File: src/rtl/spi_eep_pkg.sv
package spi_eep_pkg;

    typedef enum logic [3:0] {
        ST_IDLE,
        ST_WREN,
        ST_OPC,
        ST_AHI,
        ST_ALO,
        ST_DATA,
        ST_PSTAT,
        ST_PDUM,
        ST_GAP,
        ST_ADV,
        ST_FIN
    } seq_state_t;

    localparam logic [7:0] OP_WR_ENABLE = 8'h06;
    localparam logic [7:0] OP_WRITE     = 8'h02;
    localparam logic [7:0] OP_READ      = 8'h03;
    localparam logic [7:0] OP_STATUS    = 8'h05;
    localparam logic [7:0] FILL_BYTE    = 8'h00;

endpackage

File: src/rtl/spi_eep_chunker.sv
module spi_eep_chunker #(
    parameter int CHUNK = 16,
    parameter int LEN_W = 12
) (
    input  logic             clk,
    input  logic             rst_n,
    input  logic             load,
    input  logic             adv,
    input  logic [15:0]      addr_in,
    input  logic [LEN_W-1:0] len_in,
    output logic [15:0]      cur_addr,
    output logic [LEN_W-1:0] chunk_len,
    output logic             last_chunk
);
    localparam logic [LEN_W-1:0] CH = LEN_W'(CHUNK);

    logic [LEN_W-1:0] remain;

    always_ff @(posedge clk or negedge rst_n) begin
        if (!rst_n) begin
            cur_addr <= '0;
            remain   <= '0;
        end else if (load) begin
            cur_addr <= addr_in;
            remain   <= len_in;
        end else if (adv) begin
            cur_addr <= cur_addr + 16'(chunk_len);
            remain   <= remain - chunk_len;
        end
    end

    assign chunk_len  = (remain > CH) ? CH : remain;
    assign last_chunk = (remain <= CH);

endmodule

File: src/rtl/spi_eep_gap.sv
module spi_eep_gap #(
    parameter int CYCLES = 50000
) (
    input  logic clk,
    input  logic rst_n,
    input  logic load,
    output logic expired
);
    localparam int CW = $clog2(CYCLES + 1);

    logic [CW-1:0] cnt;

    always_ff @(posedge clk or negedge rst_n) begin
        if (!rst_n)          cnt <= '0;
        else if (load)       cnt <= CW'(CYCLES - 1);
        else if (cnt != '0)  cnt <= cnt - 1'b1;
    end

    assign expired = (cnt == '0);

endmodule

File: src/rtl/spi_eep_seq.sv
module spi_eep_seq
    import spi_eep_pkg::*;
#(
    parameter int CLK_HZ   = 50_000_000,
    parameter int POLL_MAX = 1000,
    parameter int CHUNK    = 16,
    parameter int LEN_W    = 12
) (
    input  logic             clk,
    input  logic             rst_n,
    input  logic             req_valid,
    input  logic             req_write,
    input  logic [15:0]      req_addr,
    input  logic [LEN_W-1:0] req_len,
    output logic             busy,
    output logic             done,
    output logic             err,
    input  logic [7:0]       wdata,
    output logic             wdata_take,
    output logic [7:0]       rdata,
    output logic             rdata_valid,
    output logic             xfer_start,
    output logic [7:0]       xfer_tx,
    output logic             xfer_hold_cs,
    input  logic             xfer_done,
    input  logic [7:0]       xfer_rx
);
    localparam int GAP_CYC = (CLK_HZ / 1000 < 1) ? 1 : CLK_HZ / 1000;
    localparam int PW      = $clog2(POLL_MAX + 1);

    seq_state_t       state, nxt;
    logic             launched;
    logic             is_wr;
    logic             err_r;
    logic [LEN_W-1:0] byte_cnt;
    logic [PW-1:0]    poll_cnt;

    logic [15:0]      cur_addr;
    logic [LEN_W-1:0] chunk_len;
    logic             last_chunk;
    logic             gap_expired;

    logic byte_state, fire, step, last_byte, poll_busy, poll_out;

    assign byte_state = (state == ST_WREN) || (state == ST_OPC) || (state == ST_AHI) ||
                        (state == ST_ALO)  || (state == ST_DATA) ||
                        (state == ST_PSTAT) || (state == ST_PDUM);
    assign fire      = byte_state && !launched;
    assign step      = byte_state && launched && xfer_done;
    assign last_byte = (byte_cnt == chunk_len - 1'b1);
    assign poll_busy = xfer_rx[0];
    assign poll_out  = (poll_cnt == PW'(POLL_MAX - 1));

    spi_eep_chunker #(.CHUNK(CHUNK), .LEN_W(LEN_W)) u_chunker (
        .clk       (clk),
        .rst_n     (rst_n),
        .load      (state == ST_IDLE && req_valid),
        .adv       (state == ST_ADV),
        .addr_in   (req_addr),
        .len_in    (req_len),
        .cur_addr  (cur_addr),
        .chunk_len (chunk_len),
        .last_chunk(last_chunk)
    );

    spi_eep_gap #(.CYCLES(GAP_CYC)) u_gap (
        .clk    (clk),
        .rst_n  (rst_n),
        .load   (state == ST_PDUM && step && poll_busy && !poll_out),
        .expired(gap_expired)
    );

    // next-state logic
    always_comb begin
        nxt = state;
        unique case (state)
            ST_IDLE:  if (req_valid) nxt = (req_len == '0) ? ST_FIN :
                                           (req_write ? ST_WREN : ST_OPC);
            ST_WREN:  if (step) nxt = ST_OPC;
            ST_OPC:   if (step) nxt = ST_AHI;
            ST_AHI:   if (step) nxt = ST_ALO;
            ST_ALO:   if (step) nxt = ST_DATA;
            ST_DATA:  if (step && last_byte) nxt = is_wr ? ST_PSTAT : ST_ADV;
            ST_PSTAT: if (step) nxt = ST_PDUM;
            ST_PDUM:  if (step) nxt = !poll_busy ? ST_ADV : (poll_out ? ST_FIN : ST_GAP);
            ST_GAP:   if (gap_expired) nxt = ST_PSTAT;
            ST_ADV:   nxt = last_chunk ? ST_FIN : (is_wr ? ST_WREN : ST_OPC);
            ST_FIN:   nxt = ST_IDLE;
            default:  nxt = ST_IDLE;
        endcase
    end

    // state register and the counters that follow it
    always_ff @(posedge clk or negedge rst_n) begin
        if (!rst_n) begin
            state    <= ST_IDLE;
            launched <= 1'b0;
            is_wr    <= 1'b0;
            err_r    <= 1'b0;
            byte_cnt <= '0;
            poll_cnt <= '0;
        end else begin
            state <= nxt;
            if (fire)      launched <= 1'b1;
            else if (step) launched <= 1'b0;
            if (state == ST_IDLE && req_valid) begin
                is_wr <= req_write;
                err_r <= 1'b0;
            end
            if (state == ST_OPC)                byte_cnt <= '0;
            else if (state == ST_DATA && step)  byte_cnt <= byte_cnt + 1'b1;
            if (state == ST_WREN)               poll_cnt <= '0;
            else if (state == ST_PDUM && step)  poll_cnt <= poll_cnt + 1'b1;
            if (state == ST_PDUM && step && poll_busy && poll_out) err_r <= 1'b1;
        end
    end

    // outputs
    always_comb begin
        xfer_tx      = FILL_BYTE;
        xfer_hold_cs = 1'b1;
        unique case (state)
            ST_WREN:  begin xfer_tx = OP_WR_ENABLE; xfer_hold_cs = 1'b0; end
            ST_OPC:   xfer_tx = is_wr ? OP_WRITE : OP_READ;
            ST_AHI:   xfer_tx = cur_addr[15:8];
            ST_ALO:   xfer_tx = cur_addr[7:0];
            ST_DATA:  begin
                xfer_tx      = is_wr ? wdata : FILL_BYTE;
                xfer_hold_cs = !last_byte;
            end
            ST_PSTAT: xfer_tx = OP_STATUS;
            ST_PDUM:  xfer_hold_cs = 1'b0;
            default:  ;
        endcase
        xfer_start  = fire;
        wdata_take  = fire && state == ST_DATA && is_wr;
        rdata_valid = step && state == ST_DATA && !is_wr;
        rdata       = xfer_rx;
        busy        = (state != ST_IDLE);
        done        = (state == ST_FIN);
        err         = (state == ST_FIN) && err_r;
    end

endmodule

File: config.mk
export PLATFORM = sky130hd
export DESIGN_NAME = spi_eep_seq
export DESIGN_NICKNAME = d
export VERILOG_FILES = /design/src/rtl/spi_eep_pkg.sv /design/src/rtl/spi_eep_chunker.sv /design/src/rtl/spi_eep_gap.sv /design/src/rtl/spi_eep_seq.sv
export SDC_FILE = /design/constraint.sdc
export NUM_CORES = 1
export LEC_CHECK = 0
export BUFFER_PORTS_ARGS = -buffer_cell sky130_fd_sc_hd__buf_2
export CAP_MARGIN = 30
export CORE_MARGIN = 2
export CORE_UTILIZATION = 58
export CTS_CLUSTER_DIAMETER = 80
export DETAILED_ROUTE_END_ITERATION = 12
export GPL_TIMING_DRIVEN = 1
export PLACE_DENSITY_LB_ADDON = 0.15
export SLEW_MARGIN = 20
export SYNTH_ARGS = -nofsm -noshare
export SYNTH_HDL_FRONTEND = slang
export SYNTH_SLANG_ARGS = --single-unit
File: constraint.sdc
create_clock -name clk -period 4.7 [get_ports clk]
set_clock_uncertainty 0.05 [all_clocks]
set_input_delay 0.705 -clock clk [delete_from_list [all_inputs] [get_ports clk]]
set_output_delay 0.705 -clock clk [all_outputs]
set_load 0.01 [all_outputs]
==> results of run 1 <==
[metrics by stage]
| stage | std cells | cell area, um^2 | utilization, % | hold WS [ns] |
|---|---|---|---|---|
| 6_report | 737 | 5600 | 67.5 | 0.275 |
| 3_5_place_dp | 719 | 5320 | 64.1 | 0.440 |
| 5_1_grt | 737 | 5600 | 67.5 | 0.320 |
| 3_3_place_gp | 719 | 5320 | 64.1 | 0.419 |
| 4_1_cts | 735 | 5560 | 67.0 | 0.462 |
| 2_1_floorplan | 587 | 5040 | - | 0.359 |
[registers in the layout, indices dropped and copies added, names as in the netlist]
name / count
u_gap.cnt: 16
byte_cnt: 12
u_chunker.cur_addr: 16
launched: 1
err_r: 1
state: 4
poll_cnt: 10
is_wr: 1
u_chunker.remain: 12
[final timing paths]
| check | endpoint | cells past startpoint |
|---|---|---|
| max in group asynchronous | u_chunker.remain[4] | 3 |
| max reg2reg | u_chunker.cur_addr[14] | 13 |
| min | u_chunker.remain[7] | 1 |
| min in group clk | err_r | 2 |
| max | xfer_hold_cs | 11 |
| min reg2reg | err_r | 2 |
[area by class of cell]
class	count	area, um^2	share of cell area (%)
Sequential cell	73	1830	32.6
Tap cell	105	131	2.34
Timing Repair Buffer	65	373	6.65
Multi-Input combinational cell	459	2960	52.8
Clock buffer	12	165	2.95
Clock inverter	4	73.8	1.32
Inverter	19	73.8	1.32
[cell usage after synthesis, types with 6 or more instances]
library cell / n / area share, %
xnor2_1: 14 / 2.4
nor4_1: 12 / 1.5
buf_4: 12 / 1.8
inv_1: 18 / 1.3
ha_1: 17 / 4.2
nand2b_1: 8 / 1.0
clkbuf_1: 18 / 1.3
a211oi_1: 6 / 0.90
nand3_1: 16 / 1.6
mux2i_1: 6 / 1.2
nand4_1: 13 / 1.6
nor2_1: 48 / 3.6
o21ai_0: 43 / 4.3
a21oi_1: 26 / 2.6
or3_1: 13 / 1.6
a22oi_1: 12 / 1.8
nor3_1: 21 / 2.1
a222oi_1: 6 / 1.2
nand2_1: 61 / 4.6
dfrtp_1: 73 / 36
and3_1: 11 / 1.4
xor2_1: 25 / 4.4
[layer usage]
metal | global-route usage, % | vias up
li1 | - | 2227
met1 | 40.0 | 2232
met2 | 42.2 | 195
met3 | 5.35 | 24
met4 | 10.7 | 0
met5 | 0 | -
[worst max-delay path: cells and delay by family (launching register included)]
family	cells	cell delay (ns)
buffers and inverters	1	0.17
multiplexers	1	0.18
AO/OA/AOI/OAI	4	1.11
flip-flops	1	0.46
adder cells (fa/ha/maj)	1	0.28
AND/OR/NAND/NOR	4	1.16
[cells by family after synthesis]
family | after synthesis
xor gates and xnor gates | 40
DFF | 73
buffers and inverters | 55
AOI/OAI and AO/OA | 155
other | 2
muxes | 6
adders and majority gates | 18
and+or+nand+nor | 232
[power by group]
part | switching [mW] | total (mW) | internal (mW)
combinational | 0.851 | 1.47 | 0.624
clock | 0.255 | 0.598 | 0.343
sequential | 0.351 | 1.19 | 0.837
==> results.json, run 1 <==
{
  "setup_viol": 0,
  "setup.worst_path.end_class": "output port",
  "ys_ff_latch": 73,
  "hp-class": "input port to asynchronous set/reset pin",
  "insertedDiodeCount": 0,
  "synth_top_flop_cell": "dfrtp_1",
  "drc_errors": 0,
  "dp_hpwl_mm": 9.35,
  "rsz0062_at_grt": "no",
  "drv_cap": 0,
  "drive_gt1_share_pct": 15.8,
  "netlist_area_um2": 5020,
  "drtIter0Drc": 366,
  "final_common_cell": "dfrtp_1",
  "critPathArrivalTime_ns": 3.72,
  "grt_pass1_wl_mm": 21.5,
  "cts.sinks": 73,
  "die-area_um2": 9410,
  "synth_top_family_by_area": "simple AND/OR/NAND/NOR gates",
  "post-place-ws_ns": 0.623,
  "core_um2": 8300,
  "h-tree-depth": 3,
  "die_width_um": 97.0,
  "via_per_inst": 6.35,
  "grt.total_usage_pct": 27.9,
  "outcome": "finished, final reports clean",
  "min_period_ns": 4.48,
  "ys.warnings.count": 0,
  "reg2reg_setup_slack_ns": 1.08,
  "yosys.area_share.simple_pct": 23.8,
  "synth-edff-count": 0,
  "numCtsBuffers": 9,
  "routed-via-count": 4678,
  "syn_inst": 581,
  "max_freq_mhz": 223,
  "root_buffer": "clkbuf_8",
  "tightest_slew_ns": 0.787,
  "ioPinCount": 72,
  "route.met3.wl_um": 964,
  "synth_compound_area_share_pct": 21.5,
  "tritoncts": "done",
  "fill_cells": 684,
  "synth.mux.area_fraction_pct": 1.20,
  "async_flop_share_pct": 100,
  "clockBufferDepth": 2,
  "cts_hold_buf": 0,
  "dr_wl_met2_mm": 5.98,
  "period_share_pct": 95.3,
  "worst_setup_path_start_kind": "flip-flop",
  "top_layer_used": "met4",
  "grt_pass1_vias": 4388,
  "cts.clk_slew.worst_paths_ns": 0.08,
  "ir_drop_mv": 0.342,
  "crit_type": "flip-flop to output port",
  "ant_nets": 0,
  "grt_antenna_before_repair": 0,
  "rows": 33,
  "die_h_um": 97.0,
  "cp.required_ns": 3.94,
  "power.total_mw": 3.26,
  "grt_max_degree": 42,
  "dr.pass1.iters": 7,
  "postLayoutSetupSlackWorst_ns": 0.223,
  "io_buffer_count": 57,
  "grt_overflow": 0,
  "final_hold_viol_count": 0,
  "globalplace.congestion": 0.948,
  "r2r-start": "u_chunker.remain[1]",
  "wl_met1_mm": 5.88,
  "initial_core_util_pct": 60.4,
  "final_nets": 694,
  "crit_path_top_delay_cell": "or4_4",
  "p_leak_nw": 2.45,
  "cts_resized": 0,
  "cp_cell_sequence": "or4_4 > nor2_4 > nand2_1 > ha_1 > nor3b_2 > mux2i_1 > a2111oi_4 > o21ai_2 > a2111oi_2 > o31ai_1 > buf_2",
  "maxSlewHeadroom_pct": 47.2,
  "crit_start": "u_chunker.remain[4]",
  "drt-wirelength-per-cell_um": 17.8,
  "ys_seq_area_share_pct": 36.4,
  "clk_latency_ns": 0.36,
  "p_per_area_nw_per_um2": 582,
  "fin_setup_tns_ns": 0,
  "final_cell_mix": "dfrtp_1, nand2_1, buf_2",
  "syn_area_per_cell_um2": 8.63,
  "synth.distinct_cells": 77,
  "slew_violations": 0,
  "postCtsSetupRepairBufs": 0,
  "routed_wl_mm": 13.1,
  "area_delta_synth_final_pct": 11.7,
  "synth-adder-area-share_pct": 4.64,
  "synth_xor_area_share_pct": 7.13,
  "cpPeakStageDelay_ns": 0.62,
  "critical_path_peak_fanout": 8
}
No activity file was read; power rests on OpenSTA's default activity.
==> run 2: changes to the inputs <==
--- a/config.mk
+++ b/config.mk
@@ -8,7 +8,7 @@
 export BUFFER_PORTS_ARGS = -buffer_cell sky130_fd_sc_hd__buf_2
 export CAP_MARGIN = 30
 export CORE_MARGIN = 2
-export CORE_UTILIZATION = 58
+export CORE_UTILIZATION = 35
 export CTS_CLUSTER_DIAMETER = 80
 export DETAILED_ROUTE_END_ITERATION = 12
 export GPL_TIMING_DRIVEN = 1
==> results.json, run 2 (synthesized netlist as in run 1, its figures left out) <==
{
  "outcome": "finished, final reports clean",
  "die-area_um2": 15300,
  "final_cell_mix": "dfrtp_1, nand2_1, buf_2",
  "postCtsSetupRepairBufs": 0,
  "dp_hpwl_mm": 10.2,
  "grt_pass1_wl_mm": 22.9,
  "grt_max_degree": 41,
  "grt.total_usage_pct": 19.4,
  "final_nets": 695,
  "ant_nets": 0,
  "core_um2": 13900,
  "crit_type": "flip-flop to output port",
  "initial_core_util_pct": 36.0,
  "routed-via-count": 4566,
  "grt_pass1_vias": 4415,
  "critPathArrivalTime_ns": 3.64,
  "period_share_pct": 93.4,
  "clockBufferDepth": 2,
  "numCtsBuffers": 9,
  "top_regs": "u_chunker.cur_addr (16), u_gap.cnt (16)",
  "min_period_ns": 4.39,
  "routed_wl_mm": 14.0,
  "max_freq_mhz": 228,
  "fin_hold_ws_ns": 0.288,
  "drive_gt1_share_pct": 15.4,
  "cp.required_ns": 3.94,
  "tightest_slew_ns": 0.741,
  "die_width_um": 124,
  "hp-class": "input port to asynchronous set/reset pin",
  "ir_drop_mv": 0.224,
  "rsz0062_at_grt": "no",
  "rr_endpoint": "u_chunker.cur_addr[14]",
  "insertedDiodeCount": 0,
  "cpPeakStageDelay_ns": 0.62,
  "setup_viol": 0,
  "setup.worst_path.end_class": "output port",
  "slew_violations": 0,
  "reg2regPathDepth": 13,
  "reg2reg_setup_slack_ns": 1.01,
  "final_common_cell": "dfrtp_1",
  "final_core_util_pct": 41.2,
  "fin_setup_tns_ns": 0,
  "ioPinCount": 72,
  "p_leak_nw": 2.46,
  "grt_overflow": 0,
  "fill_cells": 1382,
  "drtIter0Drc": 376,
  "crit_path_top_delay_cell": "or4_4",
  "worst_setup_path_start_kind": "flip-flop",
  "crit_top_cell": "a2111oi_4",
  "die_h_um": 124,
  "area_delta_synth_final_pct": 14.5,
  "cts.clk_slew.worst_paths_ns": 0.06,
  "grt_antenna_before_repair": 0,
  "cp_cell_sequence": "or4_4 > nor2_4 > nand2_1 > ha_1 > nor3b_2 > mux2i_1 > a2111oi_4 > o21ai_2 > a2111oi_4 > o31ai_1 > buf_2",
  "postLayoutSetupSlackWorst_ns": 0.309,
  "p_per_area_nw_per_um2": 583,
  "regArea_um2": 1830,
  "h-tree-depth": 3,
  "drt-wirelength-per-cell_um": 17.3,
  "clk_latency_ns": 0.34,
  "drc_errors": 0,
  "multi_input_area_um2": 2970,
  "cts.sinks": 73,
  "globalplace.congestion": 0.885,
  "post-place-ws_ns": 0.567,
  "via_per_inst": 5.63,
  "maxSlewHeadroom_pct": 50.1,
  "critical_path_peak_fanout": 8,
  "drv_cap": 0,
  "power.total_mw": 3.35,
  "io_buffer_count": 57,
  "root_buffer": "clkbuf_16",
  "r2r-start": "u_chunker.remain[5]",
  "final_hold_viol_count": 0,
  "dr.pass1.iters": 5,
  "tritoncts": "done",
  "rows": 43
}
run 2: area by class of cell:
class | count | area share (%)
clock buffer | 11 | 4.23
clock inverter | 3 | 0.741
inverter | 19 | 1.29
multi-input combinational | 459 | 51.7
sequential | 73 | 31.8
tap | 180 | 3.92
timing repair buffer | 66 | 6.36
run 2: where the power goes:
| group | total (mW) | internal (mW) | switching, mW |
|---|---|---|---|
| Clock | 0.690 | 0.419 | 0.271 |
| Sequential | 1.18 | 0.839 | 0.339 |
| Combinational | 1.48 | 0.628 | 0.854 |
| Total | 3.35 | 1.89 | 1.46 |
run 2: timing repair:
item,4_1_cts,5_1_grt
hold buffers,0,0
gates resized for setup,0,1
endpoints found under the setup margin,0,1
hold endpoints to repair,0,0
run 2: metal layers:
layer  share of wire [%]  vias to the layer above  track usage [%]  routed length, um
met1                  48                     2220             26.4               6730
met2                  46                      118             30.9               6380
met5                   0                        -                0                  0
met4                 1.2                        0             5.18                162
li1                    -                     2213                -                  -
met3                 5.2                       15             4.58                723
run 2: stage by stage:
stage	cell area (um^2)	instances
5_1_grt	5740	811
3_5_place_dp	5450	797
2_1_floorplan	5040	587
6_report	5740	811
3_3_place_gp	5420	795
4_1_cts	5730	811
run 2: worst max path at each step:
stage / to / slack [ns] / from / depth (start not counted)
after CTS: xfer_hold_cs / 0.18 / u_chunker.remain[4] / 11
after floorplan: xfer_hold_cs / 1.07 / u_chunker.remain[4] / 10
after global placement: xfer_hold_cs / 0.65 / u_chunker.remain[4] / 11
after global routing: xfer_hold_cs / 0.10 / u_chunker.remain[4] / 11
final: xfer_hold_cs / 0.31 / u_chunker.remain[4] / 11
after detailed placement: xfer_hold_cs / 0.57 / u_chunker.remain[4] / 11
run 2: critical path, delay by kind of cell (launching register included):
| kind | cells | cell delay, ns |
|---|---|---|
| DFF | 1 | 0.46 |
| adders and majority gates | 1 | 0.29 |
| and+or+nand+nor | 4 | 1.21 |
| AOI/OAI and AO/OA | 4 | 0.99 |
| buffers and inverters | 1 | 0.18 |
| muxes | 1 | 0.18 |
